$ cat config.mk
export PLATFORM = sky130hd
export DESIGN_NAME = dchain_dma
export DESIGN_NICKNAME = d
export VERILOG_FILES = /design/src/rtl/dchain_pkg.sv /design/src/rtl/dchain_ram.sv /design/src/rtl/dchain_ctl.sv /design/src/rtl/dchain_eng.sv /design/src/rtl/dchain_dma.sv
export SDC_FILE = /design/constraint.sdc
export NUM_CORES = 2
export LEC_CHECK = 0
export CAP_MARGIN = 20
export CORE_MARGIN = 1.5
export CORE_UTILIZATION = 23
export DETAILED_ROUTE_END_ITERATION = 6
export DONT_BUFFER_PORTS = 1
export GPL_TIMING_DRIVEN = 0
export PLACE_DENSITY = 0.35
export RECOVER_POWER = 100
export SETUP_SLACK_MARGIN = 0.02
export SLEW_MARGIN = 20
export SYNTH_ARGS = -nofsm -noshare
export SYNTH_HDL_FRONTEND = slang
export SYNTH_SLANG_ARGS = --single-unit
$ cat constraint.sdc
create_clock -name clk -period 5.01 [get_ports clk]
set_clock_uncertainty 0.2 [all_clocks]
set_input_delay 0.7515 -clock clk [delete_from_list [all_inputs] [get_ports clk]]
set_output_delay 0.7515 -clock clk [all_outputs]
set_load 0.02 [all_outputs]
$ cat src/rtl/dchain_pkg.sv
package dchain_pkg;

    typedef enum logic [2:0] {
        ST_IDLE,
        ST_FETCH,
        ST_REQ,
        ST_WAIT,
        ST_WRBACK
    } eng_state_t;

    // mode word bit positions
    localparam int MODE_SOP = 31;
    localparam int MODE_EOP = 30;
    localparam int MODE_OWN = 29;
    localparam int MODE_EOQ = 28;

    // word offsets inside a descriptor
    localparam int W_NEXT = 0;
    localparam int W_BUF  = 1;
    localparam int W_LEN  = 2;
    localparam int W_MODE = 3;

    // register offsets
    localparam int REG_CTRL  = 0;
    localparam int REG_HEAD  = 1;
    localparam int REG_COMPL = 2;
    localparam int REG_SRST  = 3;
    localparam int REG_STAT  = 4;

    typedef struct packed {
        logic [31:0] nxt;
        logic [31:0] buf_ptr;
        logic [31:0] len;
        logic [31:0] mode;
    } desc_t;

endpackage

$ cat src/rtl/dchain_ram.sv
module dchain_ram
    import dchain_pkg::*;
#(
    parameter int NDESC = 16,
    localparam int IDXW = $clog2(NDESC)
) (
    input  logic            clk,
    input  logic            we,
    input  logic [IDXW-1:0] w_idx,
    input  logic [1:0]      w_sel,
    input  logic [31:0]     w_data,
    input  logic [IDXW-1:0] h_idx,
    input  logic [1:0]      h_sel,
    output logic [31:0]     h_data,
    input  logic [IDXW-1:0] e_idx,
    output desc_t           e_desc
);

    logic [31:0] mem [NDESC][4];

    always_ff @(posedge clk) begin
        if (we) begin
            mem[w_idx][w_sel] <= w_data;
        end
    end

    assign h_data = mem[h_idx][h_sel];

    always_comb begin
        e_desc.nxt     = mem[e_idx][W_NEXT];
        e_desc.buf_ptr = mem[e_idx][W_BUF];
        e_desc.len     = mem[e_idx][W_LEN];
        e_desc.mode    = mem[e_idx][W_MODE];
    end

endmodule

$ cat src/rtl/dchain_ctl.sv
module dchain_ctl #(
    parameter int RST_CYC = 4,
    localparam int CNT_W  = $clog2(RST_CYC + 1)
) (
    input  logic clk,
    input  logic rst_n,
    input  logic ctrl_we,
    input  logic srst_we,
    input  logic wbit,
    output logic en,
    output logic srst_act
);

    logic [CNT_W-1:0] cnt_q;

    assign srst_act = (cnt_q != '0);

    always_ff @(posedge clk or negedge rst_n) begin
        if (!rst_n) begin
            cnt_q <= '0;
            en    <= 1'b0;
        end else if (srst_act) begin
            cnt_q <= cnt_q - 1'b1;
            en    <= 1'b0;
        end else begin
            if (srst_we && wbit) begin
                cnt_q <= CNT_W'(RST_CYC);
            end
            if (ctrl_we) begin
                en <= wbit;
            end
        end
    end

endmodule

$ cat src/rtl/dchain_eng.sv
module dchain_eng
    import dchain_pkg::*;
#(
    parameter int NDESC = 16,
    parameter int LEN_W = 16,
    localparam int IDXW = $clog2(NDESC)
) (
    input  logic             clk,
    input  logic             rst_n,
    input  logic             srst,
    input  logic             en,
    input  logic             head_we,
    input  logic             cmpl_we,
    input  logic [31:0]      wdata,
    input  logic             host_ram_we,
    input  desc_t            cur_desc,
    input  logic             xfer_ready,
    input  logic             xfer_done,
    output logic [IDXW-1:0]  cur_idx,
    output logic             wb_we,
    output logic [31:0]      wb_word,
    output logic [31:0]      head_q,
    output logic [31:0]      cmpl_q,
    output logic             err_q,
    output logic             irq_q,
    output logic             busy,
    output logic             xfer_valid,
    output logic [31:0]      xfer_addr,
    output logic [LEN_W-1:0] xfer_len,
    output logic             xfer_sop,
    output logic             xfer_eop
);

    eng_state_t state_q, state_d;

    logic [31:0]      mode_q;
    logic [31:0]      buf_q;
    logic [LEN_W-1:0] len_q;
    logic             own_ok;
    logic             wb_ok;
    logic             unused_len_hi;

    assign unused_len_hi = ^cur_desc.len[31:LEN_W];
    assign cur_idx       = head_q[IDXW+1:2];
    assign own_ok        = cur_desc.mode[MODE_OWN];
    assign wb_ok         = (state_q == ST_WRBACK) && !host_ram_we;

    // state register
    always_ff @(posedge clk or negedge rst_n) begin
        if (!rst_n) begin
            state_q <= ST_IDLE;
        end else if (srst) begin
            state_q <= ST_IDLE;
        end else begin
            state_q <= state_d;
        end
    end

    // transitions
    always_comb begin
        state_d = state_q;
        unique case (state_q)
            ST_IDLE:   if (en && head_q != '0) state_d = ST_FETCH;
            ST_FETCH:  state_d = own_ok ? ST_REQ : ST_IDLE;
            ST_REQ:    if (xfer_ready) state_d = ST_WAIT;
            ST_WAIT:   if (xfer_done) state_d = ST_WRBACK;
            ST_WRBACK: if (wb_ok) state_d = ST_IDLE;
            default:   state_d = ST_IDLE;
        endcase
    end

    // outputs
    always_comb begin
        xfer_valid = (state_q == ST_REQ);
        busy       = (state_q != ST_IDLE);
        wb_we      = wb_ok;
        wb_word    = mode_q;
        wb_word[MODE_OWN] = 1'b0;
        wb_word[MODE_EOQ] = (cur_desc.nxt == '0);
        xfer_addr  = buf_q;
        xfer_len   = len_q;
        xfer_sop   = mode_q[MODE_SOP];
        xfer_eop   = mode_q[MODE_EOP];
    end

    // channel datapath
    always_ff @(posedge clk or negedge rst_n) begin
        if (!rst_n) begin
            head_q <= '0;
            cmpl_q <= '0;
            err_q  <= 1'b0;
            irq_q  <= 1'b0;
            mode_q <= '0;
            buf_q  <= '0;
            len_q  <= '0;
        end else if (srst) begin
            head_q <= '0;
            cmpl_q <= '0;
            err_q  <= 1'b0;
            irq_q  <= 1'b0;
            mode_q <= '0;
            buf_q  <= '0;
            len_q  <= '0;
        end else begin
            if (head_we && state_q == ST_IDLE) begin
                head_q <= wdata;
                err_q  <= 1'b0;
            end
            if (cmpl_we && wdata == cmpl_q) begin
                irq_q <= 1'b0;
            end
            if (state_q == ST_FETCH) begin
                if (own_ok) begin
                    mode_q <= cur_desc.mode;
                    buf_q  <= cur_desc.buf_ptr;
                    len_q  <= cur_desc.len[LEN_W-1:0];
                end else begin
                    err_q  <= 1'b1;
                    head_q <= '0;
                end
            end
            if (wb_ok) begin
                head_q <= cur_desc.nxt;
                cmpl_q <= head_q;
                irq_q  <= 1'b1;
            end
        end
    end

endmodule

$ cat src/rtl/dchain_dma.sv
module dchain_dma
    import dchain_pkg::*;
#(
    parameter int NDESC   = 16,
    parameter int LEN_W   = 16,
    parameter int RST_CYC = 4,
    localparam int IDXW   = $clog2(NDESC),
    localparam int AW     = $clog2(NDESC * 4) + 1
) (
    input  logic             clk,
    input  logic             rst_n,
    input  logic             host_we,
    input  logic [AW-1:0]    host_addr,
    input  logic [31:0]      host_wdata,
    output logic [31:0]      host_rdata,
    output logic             xfer_valid,
    input  logic             xfer_ready,
    output logic [31:0]      xfer_addr,
    output logic [LEN_W-1:0] xfer_len,
    output logic             xfer_sop,
    output logic             xfer_eop,
    input  logic             xfer_done,
    output logic             irq
);

    localparam logic [AW-2:0] OFF_CTRL  = (AW-1)'(REG_CTRL);
    localparam logic [AW-2:0] OFF_HEAD  = (AW-1)'(REG_HEAD);
    localparam logic [AW-2:0] OFF_COMPL = (AW-1)'(REG_COMPL);
    localparam logic [AW-2:0] OFF_SRST  = (AW-1)'(REG_SRST);
    localparam logic [AW-2:0] OFF_STAT  = (AW-1)'(REG_STAT);

    logic            ram_sel;
    logic [AW-2:0]   off;
    logic            host_ram_we;
    logic            reg_we;
    logic            en;
    logic            srst_act;
    logic            eng_we;
    logic [31:0]     eng_word;
    logic [IDXW-1:0] eng_idx;
    logic [31:0]     head_q;
    logic [31:0]     cmpl_q;
    logic            err_q;
    logic            busy;
    logic            ram_we;
    logic [IDXW-1:0] ram_widx;
    logic [1:0]      ram_wsel;
    logic [31:0]     ram_wdata;
    logic [31:0]     ram_hdata;
    desc_t           cur_desc;

    assign ram_sel     = host_addr[AW-1];
    assign off         = host_addr[AW-2:0];
    assign host_ram_we = host_we && ram_sel;
    assign reg_we      = host_we && !ram_sel;

    // host has priority on the single RAM write port
    assign ram_we    = host_ram_we || eng_we;
    assign ram_widx  = host_ram_we ? host_addr[AW-2:2] : eng_idx;
    assign ram_wsel  = host_ram_we ? host_addr[1:0] : 2'(W_MODE);
    assign ram_wdata = host_ram_we ? host_wdata : eng_word;

    dchain_ram #(.NDESC(NDESC)) u_ram (
        .clk    (clk),
        .we     (ram_we),
        .w_idx  (ram_widx),
        .w_sel  (ram_wsel),
        .w_data (ram_wdata),
        .h_idx  (host_addr[AW-2:2]),
        .h_sel  (host_addr[1:0]),
        .h_data (ram_hdata),
        .e_idx  (eng_idx),
        .e_desc (cur_desc)
    );

    dchain_ctl #(.RST_CYC(RST_CYC)) u_ctl (
        .clk      (clk),
        .rst_n    (rst_n),
        .ctrl_we  (reg_we && off == OFF_CTRL),
        .srst_we  (reg_we && off == OFF_SRST),
        .wbit     (host_wdata[0]),
        .en       (en),
        .srst_act (srst_act)
    );

    dchain_eng #(.NDESC(NDESC), .LEN_W(LEN_W)) u_eng (
        .clk         (clk),
        .rst_n       (rst_n),
        .srst        (srst_act),
        .en          (en),
        .head_we     (reg_we && off == OFF_HEAD),
        .cmpl_we     (reg_we && off == OFF_COMPL),
        .wdata       (host_wdata),
        .host_ram_we (host_ram_we),
        .cur_desc    (cur_desc),
        .xfer_ready  (xfer_ready),
        .xfer_done   (xfer_done),
        .cur_idx     (eng_idx),
        .wb_we       (eng_we),
        .wb_word     (eng_word),
        .head_q      (head_q),
        .cmpl_q      (cmpl_q),
        .err_q       (err_q),
        .irq_q       (irq),
        .busy        (busy),
        .xfer_valid  (xfer_valid),
        .xfer_addr   (xfer_addr),
        .xfer_len    (xfer_len),
        .xfer_sop    (xfer_sop),
        .xfer_eop    (xfer_eop)
    );

    always_comb begin
        host_rdata = '0;
        if (ram_sel) begin
            host_rdata = ram_hdata;
        end else begin
            case (off)
                OFF_CTRL:  host_rdata = {31'b0, en};
                OFF_HEAD:  host_rdata = head_q;
                OFF_COMPL: host_rdata = cmpl_q;
                OFF_SRST:  host_rdata = {31'b0, srst_act};
                OFF_STAT:  host_rdata = {30'b0, busy, err_q};
                default:   host_rdata = '0;
            endcase
        end
    end

endmodule

==> report_table.html <==
<table>
<tr><th>Metric</th><th>Value</th></tr>
<tr><th colspan="2">Placement</th></tr>
<tr><td>Routability-driven placement congestion ratio</td><td>0.885</td></tr>
<tr><td>Number of buffer cells added on primary ports</td><td>0</td></tr>
<tr><td>Total instance count after detailed placement</td><td>10600</td></tr>
<tr><td>Worst setup slack before clock tree synthesis</td><td>-1610 ps</td></tr>
<tr><td>Placed standard-cell area</td><td>111000 um2</td></tr>
<tr><td>HPWL after detailed placement</td><td>332000 um</td></tr>
<tr><th colspan="2">Run status</th></tr>
<tr><td>Violations in the final reports</td><td>capacitance limit, slew limit</td></tr>
<tr><td>Result of the run</td><td>finished, violations left</td></tr>
<tr><th colspan="2">Pwr</th></tr>
<tr><td>Maximum VDD drop</td><td>0.238 mV</td></tr>
<tr><td>Net Switching</td><td>0.0198 W</td></tr>
<tr><td>Switching Fraction</td><td>33.5%</td></tr>
<tr><td>Share of power burned in registers</td><td>38.8%</td></tr>
<tr><td>Internal Power</td><td>0.0392 W</td></tr>
<tr><td>Power Density</td><td>486 nW/um2</td></tr>
<tr><td>Lkg Pwr</td><td>37.5 nW</td></tr>
<tr><td>Clock Power Share</td><td>33.5%</td></tr>
<tr><td>Combinational cell fraction of total power</td><td>27.7%</td></tr>
<tr><th colspan="2">STA</th></tr>
<tr><td>Final worst-path setup slack</td><td>14.9 ps</td></tr>
<tr><td>Final-report setup violation count</td><td>0</td></tr>
<tr><td>Maximum clock rate</td><td>0.200 GHz</td></tr>
<tr><td>Slew @ Worst Pin</td><td>3910 ps</td></tr>
<tr><td>Final critical-path share of the clock period</td><td>99.7%</td></tr>
<tr><td>Worst-case headroom to the max-slew limit</td><td>-160%</td></tr>
<tr><td>Final hold violation count</td><td>0</td></tr>
<tr><td>RSZ-0062 raised after global routing</td><td>true</td></tr>
<tr><td>Count of pins over their slew limit</td><td>113</td></tr>
<tr><td>Tmin final</td><td>5000 ps</td></tr>
<tr><td>Post-route worst hold slack</td><td>114 ps</td></tr>
<tr><th colspan="2">Global route</th></tr>
<tr><td>Maximum number of pins on one net before global-route repair</td><td>152</td></tr>
<tr><td>Number of antenna violations at the first check in global routing</td><td>68</td></tr>
<tr><td>Number of global-route vias before repair</td><td>56900</td></tr>
<tr><td>Aggregate global routing overflow</td><td>0</td></tr>
<tr><td>First-pass GRT wire length</td><td>593000 um</td></tr>
<tr><td>Combined global-route utilization of all metal layers</td><td>20.9%</td></tr>
<tr><th colspan="2">Setup path</th></tr>
<tr><td>Startpoint Class</td><td>input pin</td></tr>
<tr><td>Slowest cell on the critical path</td><td>mux4_2</td></tr>
<tr><td>Highest net fanout along the worst path</td><td>10</td></tr>
<tr><td>Arrival time worst endpoint</td><td>4040 ps</td></tr>
<tr><td>Start-to-end type of the worst setup path</td><td>in -&gt; out</td></tr>
<tr><td>Delay of the slowest cell on the worst path</td><td>630 ps</td></tr>
<tr><td>Cell Chain, Critical Path</td><td>clkbuf_1, buf_6, buf_6, buf_6, mux4_2, mux4_2, mux4_2, nand2_1, o21ai_2</td></tr>
<tr><td>Critical path endpoint category</td><td>output pin</td></tr>
<tr><td>CP required</td><td>4060 ps</td></tr>
<tr><th colspan="2">Routing</th></tr>
<tr><td>Post-detailed-route count of antenna-violating nets</td><td>0</td></tr>
<tr><td>Drt total wl</td><td>460000 um</td></tr>
<tr><td>DR iter-0 viols</td><td>7505</td></tr>
<tr><td>Number of remaining DRC errors</td><td>0</td></tr>
<tr><td>WL/cell</td><td>41.1 um</td></tr>
<tr><td>Initial DRT Pass Iterations</td><td>5</td></tr>
<tr><td>Count of vias placed by the detailed router</td><td>56700</td></tr>
<tr><td>Ratio of routed vias to standard cells</td><td>5.07</td></tr>
<tr><th colspan="2">Floorplanning</th></tr>
<tr><td>Die width</td><td>658 um</td></tr>
<tr><td>I/O pin total</td><td>128</td></tr>
<tr><td>Row count</td><td>240</td></tr>
<tr><td>Die span in y</td><td>658 um</td></tr>
<tr><td>Initial Util</td><td>23.1%</td></tr>
<tr><td>Core area</td><td>427000 um2</td></tr>
<tr><td>Die outline area</td><td>433000 um2</td></tr>
<tr><th colspan="2">Synth</th></tr>
<tr><td>Sequential element share of the synthesized area</td><td>66.2%</td></tr>
<tr><td>Most used DFF post-synth</td><td>edfxtp_1</td></tr>
<tr><td>Syn_area_per_cell</td><td>21.0 um2</td></tr>
<tr><td>Synth Instances</td><td>4705</td></tr>
<tr><td>Number of enable-type register cells in the synthesized netlist</td><td>2048</td></tr>
<tr><td>#FFs+latches synth</td><td>2199</td></tr>
<tr><td>Distinct cell type count after synthesis</td><td>48</td></tr>
<tr><td>Syn nets</td><td>4749</td></tr>
<tr><td>Post-synthesis cell area</td><td>98600 um2</td></tr>
<tr><td>Total of warnings raised by yosys</td><td>0</td></tr>
<tr><td>Share of flip-flops with an asynchronous set or reset after synthesis</td><td>6.87%</td></tr>
<tr><th colspan="2">Layout</th></tr>
<tr><td>Layout Area Growth over Synthesis</td><td>22.9%</td></tr>
<tr><td>Area occupied by multi-input gates</td><td>32800 um2</td></tr>
<tr><td>Fin area</td><td>121000 um2</td></tr>
<tr><td>Fill count</td><td>41900</td></tr>
<tr><td>Share of cells above drive strength 1</td><td>40.1%</td></tr>
<tr><td>Number of cells in the finished layout apart from fillers</td><td>11200</td></tr>
<tr><td>Post-layout nets</td><td>5286</td></tr>
<tr><td>Reg area</td><td>65300 um2</td></tr>
<tr><th colspan="2">Clock network</th></tr>
<tr><td>Maximum number of buffers from clock root to sink</td><td>4</td></tr>
<tr><td>Clk sinks</td><td>2199</td></tr>
<tr><td>Clock tree from TritonCTS</td><td>built</td></tr>
<tr><td>H-tree Lvls</td><td>5</td></tr>
<tr><td>Clock slew seen by the registers of the worst setup and hold paths</td><td>60 ps</td></tr>
<tr><td>Clock root buffer</td><td>clkbuf_16</td></tr>
<tr><td>Insertion delay of the later-clocked pin in the worst-skew pair</td><td>920 ps</td></tr>
<tr><td>CTS buffer count</td><td>273</td></tr>
<tr><th colspan="2">Hold path</th></tr>
<tr><td>Classification of the worst-slack hold path</td><td>in -&gt; reg</td></tr>
<tr><th colspan="2">Job</th></tr>
<tr><td>Total of max-cap violations</td><td>2</td></tr>
</table>
==> cell families after synthesis <==
family                    Yosys count  synth area share, %
xor gates and xnor gates           32                0.284
AOI/OAI and AO/OA                 305                 1.92
DFF                              2199                 66.2
and+or+nand+nor                   552                 2.30
muxes                            1252                 27.7
buffers and inverters             365                 1.63
==> Yosys cell counts, types with 32 or more instances <==
library cell  count  area, um2
edfxtp_1       2048      61500
buf_2           106        531
nor2_1           84        315
o21ai_1          32        160
clkbuf_1        181        679
a21oi_1         120        601
nand2_1         390       1460
dfrtp_1         151       3780
a22oi_1          34        255
mux2i_1          66        661
buf_1            54        203
mux4_2         1181      26600
==> worst paths after layout <==
| path | startpoint | to | slack [ps] | depth (start not counted) |
|---|---|---|---|---|
| max | host_addr[2] | host_rdata[1] | 10 | 9 |
| min | host_addr[0] | u_eng.irq_q | 110 | 4 |
| max reg2reg | u_eng.head_q[4] | u_ram.mem[0][92] | 40 | 11 |
| min reg2reg | u_ctl.cnt_q[0] | u_ctl.cnt_q[0] | 320 | 1 |
| max in group asynchronous | rst_n | u_eng.xfer_addr[21] | 680 | 2 |
| min in group asynchronous | rst_n | u_eng.xfer_len[4] | 1600 | 2 |
==> worst max-delay path: cells and delay by family <==
kind / cells / cell delay (ps)
compound gates: 1 / 210
buf+inv: 4 / 1100
mux: 3 / 1800
simple gates: 1 / 120
==> placed cells by master (no fill, tap or decap), types with 46 or more instances in the layout <==
master        n
nor2_4       64
mux2i_1      66
buf_16       93
buf_12       98
buf_2        77
clkbuf_16   286
mux4_2     1181
clkinv_1     46
clkbuf_1    153
a21oi_1     120
dfrtp_1     151
nand2_1     357
clkbuf_2     70
edfxtp_1   2048
buf_4        76
==> state kept, by name, summed over array words and instances, names as in the netlist <==
register and count:
u_ram.mem 2048, u_eng.xfer_addr 32, u_eng.head_q 32, u_ctl.cnt_q 3, u_ctl.en 1, u_eng.mode_q 30, u_eng.irq_q 1, u_eng.err_q 1
u_eng.state_q 3, u_eng.cmpl_q 32, u_eng.xfer_len 16
==> stage by stage <==
stage | util (%) | power (W) | setup TNS, ps
2_1_floorplan | - | 0.0309 | 0
3_3_place_gp | 24.8 | 0.0388 | -
3_5_place_dp | 26.1 | 0.0394 | -947580
4_1_cts | 28.3 | 0.0595 | 0
5_1_grt | 28.4 | 0.0606 | -45.9
6_report | 28.4 | 0.0589 | 0
==> power by group through the flow <==
stage | Combinational, W | Clock (W) | Sequential [W]
after floorplan | 0.00788 | 0 | 0.0230
after global placement | 0.0152 | 0 | 0.0237
after detailed placement | 0.0161 | 0 | 0.0233
after CTS | 0.0165 | 0.0202 | 0.0229
after global routing | 0.0169 | 0.0208 | 0.0229
final | 0.0163 | 0.0197 | 0.0229
==> what timing repair did <==
action | CTS | global route
hold buffers | 38 | 0
cloned | 2 | 1
gates resized for setup | 184 | 31
setup endpoints to repair | 2190 | 88
endpoints found under the hold margin | 188 | 0
pin swaps | 8 | 1
setup buffers | 13 | 1
==> cell type report <==
type	instances	share of cell area (%)
Tap cell	5687	5.87
Clock buffer	369	6.32
Inverter	3	0.00929
Antenna cell	41	0.0846
Sequential cell	2199	53.8
Multi-Input combinational cell	2144	27.0
Clock inverter	118	0.835
Buffer	361	1.75
Timing Repair Buffer	260	4.26
==> per-layer routing <==
metal | global-route usage (%) | wire, um | up-vias
li1 | - | - | 21500
met1 | 28.0 | 193000 | 32100
met2 | 33.5 | 215000 | 2548
met3 | 4.75 | 35500 | 570
met4 | 6.48 | 16000 | 16
met5 | 0 | 108 | -
(Power assumes the default switching activity.)
